===== config.mk =====
export PLATFORM = sky130hd
export DESIGN_NAME = alu_slice
export DESIGN_NICKNAME = d
export VERILOG_FILES = /design/src/rtl/alu_slice_pkg.sv /design/src/rtl/alu_bit_terms.sv /design/src/rtl/alu_lookahead.sv /design/src/rtl/alu_result.sv /design/src/rtl/alu_slice.sv
export SDC_FILE = /design/constraint.sdc
export NUM_CORES = 1
export LEC_CHECK = 0
export ABC_AREA = 1
export ABC_CLOCK_PERIOD_IN_PS = 1100
export CAP_MARGIN = 10
export CORE_AREA = 2 2 39 41
export DETAILED_ROUTE_END_ITERATION = 7
export DIE_AREA = 0 0 41 43
export GPL_TIMING_DRIVEN = 0
export SLEW_MARGIN = 10
export SYNTH_ARGS = -nofsm -noshare
export SYNTH_HDL_FRONTEND = slang
export SYNTH_SLANG_ARGS = --single-unit

===== constraint.sdc =====
create_clock -name vclk -period 1.1
set_input_delay 0.165 -clock vclk [all_inputs]
set_output_delay 0.165 -clock vclk [all_outputs]
set_load 0.01 [all_outputs]

===== src/rtl/alu_slice_pkg.sv =====
package alu_slice_pkg;
  localparam int unsigned SEL_W = 4;
  typedef logic [SEL_W-1:0] fsel_t;
  // Codes the embedded checks rely on
  localparam fsel_t SEL_SUB    = 4'b0110;
  localparam fsel_t SEL_PASS_A = 4'b1111;
  localparam fsel_t SEL_ZERO   = 4'b0011;
endpackage


===== src/rtl/alu_bit_terms.sv =====
module alu_bit_terms
  import alu_slice_pkg::*;
#(
  parameter int unsigned WIDTH = 4
) (
  input  logic [WIDTH-1:0] op_a,
  input  logic [WIDTH-1:0] op_b,
  input  fsel_t            fsel,
  output logic [WIDTH-1:0] lterm,
  output logic [WIDTH-1:0] rterm
);
  // lterm: left addend bit (also the bit's propagate term)
  // rterm: right addend bit (also the bit's generate term)
  for (genvar i = 0; i < WIDTH; i++) begin : g_bit
    assign lterm[i] = op_a[i] | (op_b[i] & fsel[0]) | (~op_b[i] & fsel[1]);
    assign rterm[i] = (op_a[i] & ~op_b[i] & fsel[2]) | (op_a[i] & op_b[i] & fsel[3]);

    // a bit that generates must also propagate, so the lookahead sum is exact
    always_comb begin
      term_nest_chk: assert (!(rterm[i] && !lterm[i]))
        else $error("R10 generate without propagate at bit %0d", i);
    end
  end
endmodule


===== src/rtl/alu_lookahead.sv =====
module alu_lookahead #(
  parameter int unsigned WIDTH = 4
) (
  input  logic [WIDTH-1:0] lterm,
  input  logic [WIDTH-1:0] rterm,
  input  logic             carry_in,
  output logic [WIDTH:0]   carry,
  output logic             grp_gen,
  output logic             grp_prop
);
  // Each carry is a flat OR of AND products, one product per source bit
  always_comb begin
    logic run;
    logic acc;
    for (int i = 0; i <= WIDTH; i++) begin
      run = 1'b1;
      acc = 1'b0;
      for (int j = i - 1; j >= 0; j--) begin
        acc = acc | (run & rterm[j]);
        run = run & lterm[j];
      end
      carry[i] = acc | (run & carry_in);
    end
  end

  // Group terms: the same expansion for the top position, with no carry in
  always_comb begin
    logic run;
    logic acc;
    run = 1'b1;
    acc = 1'b0;
    for (int j = WIDTH - 1; j >= 0; j--) begin
      acc = acc | (run & rterm[j]);
      run = run & lterm[j];
    end
    grp_gen  = acc;
    grp_prop = run;
  end

  for (genvar i = 0; i < WIDTH; i++) begin : g_chk
    // lookahead carry agrees with the per-bit recurrence
    always_comb begin
      carry_ripple_chk: assert (carry[i+1] == (rterm[i] | (lterm[i] & carry[i])))
        else $error("R10 carry mismatch into bit %0d", i + 1);
    end
  end

  // top carry matches the group pair combined with carry in
  always_comb begin
    group_carry_chk: assert (carry[WIDTH] == (grp_gen | (grp_prop & carry_in)))
      else $error("R6 group terms disagree with carry out");
  end
endmodule


===== src/rtl/alu_result.sv =====
module alu_result #(
  parameter int unsigned WIDTH = 4
) (
  input  logic [WIDTH-1:0] lterm,
  input  logic [WIDTH-1:0] rterm,
  input  logic [WIDTH-1:0] carry,
  input  logic             logic_mode,
  output logic [WIDTH-1:0] result,
  output logic             all_ones
);
  logic [WIDTH-1:0] half_sum;
  logic [WIDTH-1:0] bit_cin;

  // In logic mode every bit sees a forced-high carry term, cutting the chain
  for (genvar i = 0; i < WIDTH; i++) begin : g_bit
    assign half_sum[i] = lterm[i] ^ rterm[i];
    assign bit_cin[i]  = logic_mode | carry[i];
    assign result[i]   = half_sum[i] ^ bit_cin[i];
  end

  assign all_ones = &result;
endmodule


===== src/rtl/alu_slice.sv =====
module alu_slice
  import alu_slice_pkg::*;
#(
  parameter int unsigned WIDTH = 4
) (
  input  logic [WIDTH-1:0] op_a,
  input  logic [WIDTH-1:0] op_b,
  input  logic [3:0]       fsel,
  input  logic             logic_mode,
  input  logic             carry_in,
  output logic [WIDTH-1:0] result,
  output logic             carry_out,
  output logic             grp_prop,
  output logic             grp_gen,
  output logic             all_ones
);
  logic [WIDTH-1:0] lterm;
  logic [WIDTH-1:0] rterm;
  logic [WIDTH:0]   carry;

  alu_bit_terms #(.WIDTH(WIDTH)) u_terms (
    .op_a (op_a),
    .op_b (op_b),
    .fsel (fsel),
    .lterm(lterm),
    .rterm(rterm)
  );

  alu_lookahead #(.WIDTH(WIDTH)) u_cla (
    .lterm   (lterm),
    .rterm   (rterm),
    .carry_in(carry_in),
    .carry   (carry),
    .grp_gen (grp_gen),
    .grp_prop(grp_prop)
  );

  alu_result #(.WIDTH(WIDTH)) u_res (
    .lterm     (lterm),
    .rterm     (rterm),
    .carry     (carry[WIDTH-1:0]),
    .logic_mode(logic_mode),
    .result    (result),
    .all_ones  (all_ones)
  );

  assign carry_out = carry[WIDTH];

  always_comb begin

    arith_sum_chk: assert (logic_mode ||
      ({carry_out, result} == ({1'b0, lterm} + {1'b0, rterm} + {{WIDTH{1'b0}}, carry_in})))
      else $error("R2 lookahead sum differs from plain addition");

    eq_compare_chk: assert (logic_mode || carry_in || (fsel != SEL_SUB) ||
      (all_ones == (op_a == op_b)))
      else $error("R7 equality flag wrong in subtract mode");

    no_borrow_chk: assert (logic_mode || !carry_in || (fsel != SEL_SUB) ||
      (carry_out == (op_a >= op_b)))
      else $error("R4 borrow indication wrong");

    logic_pass_chk: assert (!logic_mode || (fsel != SEL_PASS_A) || (result == op_a))
      else $error("R1 pass-through of A wrong");

    logic_zero_chk: assert (!logic_mode || (fsel != SEL_ZERO) || (result == '0))
      else $error("R1 constant zero wrong");
  end
endmodule


==> reports/metrics.csv <==
metric,value,unit
drt initial violations,2,
WS Path Type,input pin to output port,
worst hold path type,input pin to output port,
Multi-input gate area,434,um2
maximum VDD drop,0.190,mV
GRT Util Overall,0.154,
storage element area,0,um2
Final min period,1.30,ns
post-layout instance area,729,um2
gpl congestion,0.688,
WL final,1.13,mm
"Max FO, Critical Path",3,
"Req. time, crit path",0.94,ns
Seq cells,0,
Die X,41,um
Critical Path End Type,output port,
status,"complete, but fails checks",
TritonRoute pass-1 iters,2,
share of cells above drive strength 1,0.700,
Slew @ Worst Pin,0.269,ns
Area Growth Syn to Fin,95.0,%
post-synthesis cell count,75,
leakage power,0.382,nW
Top Ports,22,
fin crit share,1.18,
wire per inst,9.70,um
Port Buf Inserts,22,
hold_sp,op_b[3],
Fillers,154,
mapped cell area,374,um2
placed cell count,113,
HPWL after DPL,845,um
Syn Area/Cell,4.99,um2
"commonest non-fill, non-tap cell in the layout",nand2_2,
Die Area,1760,um2
initial antenna violation count,0,
sequential cell area fraction in the yosys report,0,
Placement Rows,14,
Final nets,116,
Mapped Nets,89,
CP Launch Type,input pin,
Synth cell types,17,
clock buffers,0,
highest clock rate,0.769,GHz
"Hold Vio Cnt, Final",0,
Yosys Warn Count,0,
placed inst area,614,um2
Die H,43,um
via count,528,
Final Util,0.527,
Post-CTS Hold Buffers,0,
first-pass GRT wire length,2.01,mm
max-slew violation count,0,
hold path depth,5,
Yosys top cell area share,0.271,
Hold Crit Endpoint,grp_prop,
ANT cells,0,
failing checks,negative setup slack,
Setup TNS,-0.537,ns
Core Footprint,1380,um2
DRC violations left,0,
Max Cap Viol,0,
Worst EP arrival,1.13,ns
PwrDens,524,nW/um2
largest net degree at the start of global routing,6,
number of global-route vias before repair,510,
"commonest cells after routing, fill and taps aside","nand2_2 (19), nand2_1 (13), buf_2 (8)",
total gr overflow,0,
post-synth top area cell,nand2_1,
vias per cell,4.55,
RSZ-0062 raised after global routing,true,
Post-Layout Cell Count,116,
initial core utilization,0.270,
Synth area leaders,"nand2_1 (27%), nand2_2 (13%), inv_1 (10%), nor2_1 (7.0%), nand3_1 (6.7%)",
relative slew slack,0.820,
Routed Antenna Nets,0,
PnR worst setup slack,-0.200,ns
Setup Viol. Count Final,5,
-- critical path, stage by stage --
cell and delay, ns:
buf_8 0.10, inv_4 0.05, nand2_2 0.06, nand3_4 0.09
nand2_4 0.06, nand2_2 0.08, nand2_2 0.06, nand2_1 0.07
nand2_2 0.05, nand2_2 0.08, nand2_2 0.05, nor2_2 0.08
buf_2 0.12
-- Yosys cell counts --
master    count
inv_1        10
a21oi_1       1
nand3b_1      1
nand3_2       2
nand4_1       1
nand2_2       8
nand3_4       1
xnor2_1       1
nor2_4        1
inv_2         4
o211ai_1      2
nor2_1        7
nand3_1       5
o21ai_1       2
nand3b_2      1
nor2_2        1
nand2_1      27
-- power by group --
| part | internal [mW] | leakage, nW | switching, mW |
|---|---|---|---|
| Sequential | 0 | 0 | 0 |
| Clock | 0 | 0 | 0 |
| Combinational | 0.177 | 0.382 | 0.205 |
-- kinds of logic after synthesis --
group,count (synthesis),share of synthesized area
AO/OA/AOI/OAI,5,0.0802
XOR/XNOR,1,0.0234
AND/OR/NAND/NOR,55,0.756
buffers and inverters,14,0.140
-- final cells by class --
class	instances	share of cell area
tap	16	0.0274
multi-input combinational	61	0.595
inverter	14	0.0823
timing repair buffer	25	0.295
-- how the worst max path moves through the flow --
stage	from	endpoint	slack, ns	depth (start not counted)
after floorplan	fsel[2]	all_ones	0.02	6
after global placement	op_b[1]	all_ones	-1.01	12
after detailed placement	op_b[1]	all_ones	-1.02	12
after CTS	fsel[3]	all_ones	-0.19	13
after global routing	fsel[3]	all_ones	-0.32	13
final	op_b[0]	all_ones	-0.20	13
-- per-layer routing --
metal	vias to the layer above	part of all wire	GRT usage
met3	0	0.059	0.00524
met2	16	0.55	0.288
li1	283	-	-
met4	0	0	0
met5	-	0	0
met1	229	0.38	0.193
-- per-stage QoR --
step / hold slack [ns] / worst slack [ns] / power [mW]
6_report: 0.794 / -0.200 / 0.383
5_1_grt: 0.815 / -0.324 / 0.421
4_1_cts: 0.859 / -0.194 / 0.350
3_5_place_dp: 1.42 / -1.02 / 0.328
3_3_place_gp: 1.42 / -1.01 / 0.324
2_1_floorplan: 0.475 / 0.0166 / 0.169
-- repair_timing --
item                       4_1_cts  5_1_grt
setup endpoints to repair        8        8
setup buffers                    3        0
pin swaps                       27        9
cloned                           0        0
resized for setup              117       18
(Power assumes the default switching activity.)
